**src/rtl/tva_pkg.sv**
```systemverilog
package tva_pkg;
  localparam int unsigned ADDR_W   = 32;
  localparam int unsigned FIELD_LO = 27;
  localparam int unsigned SH_W     = 5;
  localparam int unsigned NB_W     = 6;

  typedef enum logic [1:0] {
    FMT_TILE8  = 2'd0,
    FMT_TILE16 = 2'd1,
    FMT_TILE32 = 2'd2,
    FMT_PAGED  = 2'd3
  } tile_fmt_e;

  typedef struct packed {
    logic [SH_W-1:0] xsh;
    logic [SH_W-1:0] ysh;
  } fmt_shift_t;

  localparam int unsigned VB_XMIR = 0;
  localparam int unsigned VB_YMIR = 1;
  localparam int unsigned VB_SWAP = 2;
endpackage

```
**src/rtl/tva_geom.sv**
```systemverilog
module tva_geom
  import tva_pkg::*;
#(
  parameter int unsigned CW_BITS  = 14,
  parameter int unsigned CH_BITS  = 13,
  parameter int unsigned COORD_W  = 16,
  parameter int unsigned PG_XSH   = 6,
  parameter int unsigned PG_YSH   = 6
) (
  input  logic [1:0]         fmt,
  output logic [SH_W-1:0]    xsh,
  output logic [SH_W-1:0]    ysh,
  output logic [NB_W-1:0]    xbits,
  output logic [NB_W-1:0]    ybits,
  output logic [COORD_W-1:0] xmask,
  output logic [COORD_W-1:0] ymask
);
  fmt_shift_t sel;
  logic [31:0] xm_w, ym_w;

  always_comb begin
    unique case (tile_fmt_e'(fmt))
      FMT_TILE8:  sel = '{xsh: SH_W'(0), ysh: SH_W'(0)};
      FMT_TILE16: sel = '{xsh: SH_W'(0), ysh: SH_W'(1)};
      FMT_TILE32: sel = '{xsh: SH_W'(1), ysh: SH_W'(1)};
      default:    sel = '{xsh: SH_W'(PG_XSH), ysh: SH_W'(PG_YSH)};
    endcase
  end

  assign xsh   = sel.xsh;
  assign ysh   = sel.ysh;
  assign xbits = NB_W'(CW_BITS) - NB_W'(sel.xsh);
  assign ybits = NB_W'(CH_BITS) - NB_W'(sel.ysh);
  assign xm_w  = (32'd1 << xbits) - 32'd1;
  assign ym_w  = (32'd1 << ybits) - 32'd1;
  assign xmask = xm_w[COORD_W-1:0];
  assign ymask = ym_w[COORD_W-1:0];
endmodule

```
**src/rtl/tva_xform.sv**
```systemverilog
module tva_xform
  import tva_pkg::*;
#(
  parameter int unsigned COORD_W = 16
) (
  input  logic [1:0]          fmt,
  input  logic [2:0]          view,
  input  logic [COORD_W-1:0]  x,
  input  logic [COORD_W-1:0]  y,
  input  logic [SH_W-1:0]     xsh,
  input  logic [SH_W-1:0]     ysh,
  input  logic [NB_W-1:0]     xbits,
  input  logic [NB_W-1:0]     ybits,
  input  logic [COORD_W-1:0]  xmask,
  input  logic [COORD_W-1:0]  ymask,
  output logic [ADDR_W-1:0]   addr
);
  localparam int unsigned PAD_W = ADDR_W - COORD_W;

  logic               in_range;
  logic [COORD_W-1:0] xv, yv;
  logic [ADDR_W-1:0]  xw, yw, lin, scaled;
  logic [NB_W-1:0]    align;

  assign in_range = ((x & ~xmask) == '0) && ((y & ~ymask) == '0);

  assign xv = view[VB_XMIR] ? (x ^ xmask) : x;
  assign yv = view[VB_YMIR] ? (y ^ ymask) : y;

  assign xw = {{PAD_W{1'b0}}, xv};
  assign yw = {{PAD_W{1'b0}}, yv};

  assign lin    = view[VB_SWAP] ? ((xw << ybits) + yw) : ((yw << xbits) + xw);
  assign align  = NB_W'(xsh) + NB_W'(ysh);
  assign scaled = lin << align;

  assign addr = in_range ? {view, fmt, scaled[FIELD_LO-1:0]} : '0;
endmodule

```
**src/rtl/tva_stride.sv**
```systemverilog
module tva_stride
  import tva_pkg::*;
#(
  parameter int unsigned CW_BITS = 14,
  parameter int unsigned CH_BITS = 13
) (
  input  logic              swap,
  input  logic [SH_W-1:0]   xsh,
  input  logic [SH_W-1:0]   ysh,
  output logic [ADDR_W-1:0] stride
);
  logic [NB_W-1:0] pw;
  assign pw     = swap ? (NB_W'(CH_BITS) + NB_W'(xsh)) : (NB_W'(CW_BITS) + NB_W'(ysh));
  assign stride = ADDR_W'(1) << pw;
endmodule

```
**src/rtl/tva_addr_gen.sv**
```systemverilog
module tva_addr_gen
  import tva_pkg::*;
#(
  parameter int unsigned CW_BITS = 14,
  parameter int unsigned CH_BITS = 13,
  parameter int unsigned COORD_W = 16,
  parameter int unsigned PG_XSH  = 6,
  parameter int unsigned PG_YSH  = 6
) (
  input  logic               clk,
  input  logic               rst,
  input  logic               in_valid,
  input  logic [1:0]         in_fmt,
  input  logic [2:0]         in_view,
  input  logic [COORD_W-1:0] in_x,
  input  logic [COORD_W-1:0] in_y,
  output logic               out_valid,
  output logic [31:0]        out_addr,
  output logic [31:0]        out_stride
);
  logic [SH_W-1:0]    g_xsh, g_ysh;
  logic [NB_W-1:0]    g_xbits, g_ybits;
  logic [COORD_W-1:0] g_xmask, g_ymask;
  logic [ADDR_W-1:0]  nxt_addr, nxt_stride;

  tva_geom #(
    .CW_BITS(CW_BITS), .CH_BITS(CH_BITS), .COORD_W(COORD_W),
    .PG_XSH(PG_XSH), .PG_YSH(PG_YSH)
  ) geom_i (
    .fmt(in_fmt), .xsh(g_xsh), .ysh(g_ysh),
    .xbits(g_xbits), .ybits(g_ybits),
    .xmask(g_xmask), .ymask(g_ymask)
  );

  tva_xform #(.COORD_W(COORD_W)) xform_i (
    .fmt(in_fmt), .view(in_view), .x(in_x), .y(in_y),
    .xsh(g_xsh), .ysh(g_ysh), .xbits(g_xbits), .ybits(g_ybits),
    .xmask(g_xmask), .ymask(g_ymask), .addr(nxt_addr)
  );

  tva_stride #(.CW_BITS(CW_BITS), .CH_BITS(CH_BITS)) stride_i (
    .swap(in_view[VB_SWAP]), .xsh(g_xsh), .ysh(g_ysh), .stride(nxt_stride)
  );

  always_ff @(posedge clk) begin
    if (rst) begin
      out_valid  <= 1'b0;
      out_addr   <= '0;
      out_stride <= '0;
    end else begin
      out_valid <= in_valid;
      if (in_valid) begin
        out_addr   <= nxt_addr;
        out_stride <= nxt_stride;
      end
    end
  end
endmodule

```
**config.mk**
```make
export PLATFORM = sky130hd
export DESIGN_NAME = tva_addr_gen
export DESIGN_NICKNAME = d
export VERILOG_FILES = /design/src/rtl/tva_pkg.sv /design/src/rtl/tva_geom.sv /design/src/rtl/tva_xform.sv /design/src/rtl/tva_stride.sv /design/src/rtl/tva_addr_gen.sv
export SDC_FILE = /design/constraint.sdc
export NUM_CORES = 1
export LEC_CHECK = 0
export ABC_AREA = 1
export BUFFER_PORTS_ARGS = -buffer_cell sky130_fd_sc_hd__buf_2
export CAP_MARGIN = 20
export CORE_MARGIN = 1.5
export CORE_UTILIZATION = 46
export DETAILED_ROUTE_END_ITERATION = 6
export PLACE_DENSITY = 0.71
export SETUP_SLACK_MARGIN = 0.1
export SLEW_MARGIN = 10
export SYNTH_ARGS = -nofsm -noshare
export SYNTH_HDL_FRONTEND = slang
export SYNTH_SLANG_ARGS = --single-unit
```
**constraint.sdc**
```tcl
create_clock -name clk -period 4.2 [get_ports clk]
set_input_delay 0.21 -clock clk [delete_from_list [all_inputs] [get_ports clk]]
set_output_delay 0.21 -clock clk [all_outputs]
set_load 0.05 [all_outputs]
```
==> results.toml <==
[pwr]
pwr-share-seq_pct = 24.5
pwr-share-comb_pct = 39.9
ir_drop_v = 0.000309
swShare_pct = 38.2
p_switching_mw = 0.971
p_int_mw = 1.57
p_total_mw = 2.54
leakage_nw = 4.60
p_clk_share_pct = 35.6
power_density_nw_per_um2 = 298

[synthesis]
ys_top_cells_by_area = "nand2_1 24%, dfxtp_1 17%, nand3_1 15%"
synth-edff-count = 0
synth-xor-area-share_pct = 1.52
yosys.area.top_type_share_pct = 23.5
synth_nets = 1435
synth_compound_area_share_pct = 12.6
yosys_most_used_dff = "dfxtp_1"
synth-simple-area-share_pct = 50.2
synthArstFlopShare_pct = 0
synth_largest_area_cell = "nand2_1"
ys_seq_elements = 65
netlist_area_um2 = 7480
syn-instance-count = 1353
ys_types = 49
synth_top_family_by_area = "simple AND/OR/NAND/NOR gates"
synth_warnings = 0
synthMuxAreaShare_pct = 0.401
synthAdderAreaFrac_pct = 7.02
seq_area_frac_synth_pct = 17.4
avgSynthCellArea_um2 = 5.53

[floorplan]
core_um2 = 15900
die_w_um = 131
pin_count = 105
fp.dieArea_um2 = 17000
die_h_um = 131
row_count = 46
start_util_pct = 47.1

[critical_path]
critPathKind = "input pin to flop"
critical_path.max_fanout = 51
cp.arrival_ns = 3.94
end_kind = "flop"
crit_required_ns = 4.42
startpoint_type = "input pin"

[layout]
ff_latch_area_um2 = 1300
final_area_um2 = 8540
multiInputGateArea_um2 = 5400
antenna_cells = 0
final.fill_count = 1723
drive_above_1_share_pct = 13.4
final_nets = 1505
area_growth_pct = 14.1

[grt]
grt_overflow_total = 0
antenna_found_initial = 0
grt_max_degree = 59
grt_pass1_vias = 8022
grt_use_total_pct = 29.2
grt_pass1_wl_um = 39500

[placed_design]
gp_congestion = 1.00
hpwl_um = 19700
dpl_worst_slack_ns = 0.200
io_buffers = 104
placed_cell_area_um2 = 8150

[clock_tree]
cts_htree_levels = 3
cts-root-buf = "clkbuf_16"
hold_buffers = 0
clkSinkCount = 65
clockBufferDepth = 2
clk_latency_ns = 0.32
cts_tree = "yes"
clkTransAtPathRegs_ns = 0.05
numCtsBuffers = 9

[sta]
worst_pin_slew_ns = 0.715
rsz0062_at_grt = "no"
finalClockSkew_ns = 0
finalSetupTns_ns = 0
min_period_ns = 3.72
worst_slack_ns = 0.482
finalCritPeriodShare_pct = 88.5
drv_slew = 0
maxSlewHeadroom_pct = 52.3
fmax_mhz = 269
final-hold-violation-count = 0
setup_viol = 0

[route]
viasPerCell = 5.49
routedWlPerCell_um = 15.0
drc_errors = 0
drtIter0Drc = 902
first_pass_iters = 6
ant_nets = 0
wirelength_um = 24600
vias = 9032

[hold_path]
hold_path_class = "input pin to flop"

[job]
cap_violations = 0

[status]
status = "completed"
## Yosys cell counts, types with 2 or more instances
master    instances
nand3b_1          2
inv_2            11
nor2_2            5
or2_2             4
o21ai_0          73
a21o_1            3
clkbuf_1         23
inv_1           119
buf_1             8
nand3_2           7
xor2_1            8
a31oi_1           6
nor3_1            4
buf_2            29
buf_6             2
nand2_4           2
nand3_1         227
ha_1             42
o21a_1            4
nor3_2            2
dfxtp_1          65
or2_1             2
buf_4             4
nor2_1           99
o21ai_1          15
nor4_1            7
nand4_1          19
mux2i_1           3
nand2_1         469
a21oi_1          46
xnor2_1           5
o31ai_1           7
a32o_1            5
nand2_2          11
## power groups by stage
stage | combinational [mW] | clock [mW] | sequential [mW]
after floorplan | 0.727 | 0 | 0.648
after detailed placement | 0.985 | 0 | 0.635
after global placement | 0.982 | 0 | 0.635
after global routing | 1.14 | 0.945 | 0.622
final | 1.02 | 0.905 | 0.622
after CTS | 0.990 | 0.912 | 0.622
## cell usage in the layout, fill, tap and decap left out, types with 5 or more instances in the layout
| cell type | instances |
|---|---|
| nand4_1 | 19 |
| buf_4 | 18 |
| a21oi_1 | 46 |
| a32o_1 | 5 |
| dfxtp_1 | 65 |
| nand3_1 | 227 |
| inv_1 | 119 |
| o21ai_0 | 73 |
| nand2_1 | 469 |
| nor2_2 | 5 |
| nor4_1 | 7 |
| a31oi_1 | 6 |
| o21ai_1 | 15 |
| nand3_2 | 7 |
| buf_2 | 104 |
| xor2_1 | 8 |
| clkbuf_16 | 9 |
| ha_1 | 40 |
| xnor2_1 | 5 |
| inv_2 | 11 |
| o31ai_1 | 7 |
| nor2_1 | 98 |
| nand2_2 | 11 |
## registers in the layout, indices dropped and copies added (netlist names)
| register | cells |
|---|---|
| out_addr | 32 |
| out_stride | 32 |
| out_valid | 1 |
## cells by family (layout without fill, tap and decap cells)
| kind of cell | after synthesis | in the layout |
|---|---|---|
| other | 1 | 1 |
| xor gates and xnor gates | 13 | 13 |
| buffers and inverters | 197 | 272 |
| and+or+nand+nor | 865 | 865 |
| muxes | 3 | 3 |
| adders and majority gates | 42 | 42 |
| AOI/OAI and AO/OA | 167 | 167 |
| DFF | 65 | 65 |
## per-layer routing
layer | track usage [%] | share of wire [%]
met1 | 40.0 | 46
met2 | 45.5 | 43
met3 | 4.64 | 7.6
met4 | 12.5 | 4.1
met5 | 0 | 0
## cell type report
type / count / share of cell area [%]
Clock buffer: 11 / 2.72
Clock inverter: 5 / 1.49
Inverter: 131 / 5.79
Multi-Input combinational cell: 1091 / 63.2
Sequential cell: 65 / 15.2
Tap cell: 216 / 3.16
Timing Repair Buffer: 125 / 8.41
## path summary, 6_finish.rpt
path	from	cells past startpoint	to	slack (ns)
setup reg to reg	out_addr[30]	1	out_addr[30]	3.58
hold / removal	rst	2	out_stride[22]	0.20
hold reg to reg	out_stride[22]	2	out_stride[22]	0.43
setup / recovery	in_fmt[0]	25	out_addr[25]	0.48
## metrics by stage
stage                     instances  hold WS, ns  util (%)
after global placement         1627        0.423      51.3
final                          1644        0.196      53.8
after global routing           1644        0.214      53.8
after floorplan                1353        0.373         -
after CTS                      1643        0.191      53.5
after detailed placement       1627        0.426      51.3
## repair_timing
| item | CTS | global route |
|---|---|---|
| resized for setup | 0 | 2 |
| setup endpoints to repair | 0 | 6 |
| setup buffers | 0 | 0 |
## worst max-delay path, cell delays in order
cell and delay (ns):
buf_2 0.15, inv_1 0.11, ha_2 0.19, buf_4 0.47, nand3_1 0.21, nand3_1 0.17, nand3_1 0.13, a21oi_1 0.22
a31oi_1 0.09, ha_1 0.38, nand2_1 0.12, nor2_1 0.13, inv_1 0.08, nor4_1 0.23, nand3_1 0.18, nand3_1 0.12
nand2_1 0.05, nand3_1 0.12, nand3_1 0.11, nand3_1 0.16, nand3_1 0.08, nand2_1 0.08, inv_2 0.04, nand2_1 0.05
nand2_1 0.04
Power figures use the tool's default switching activity.
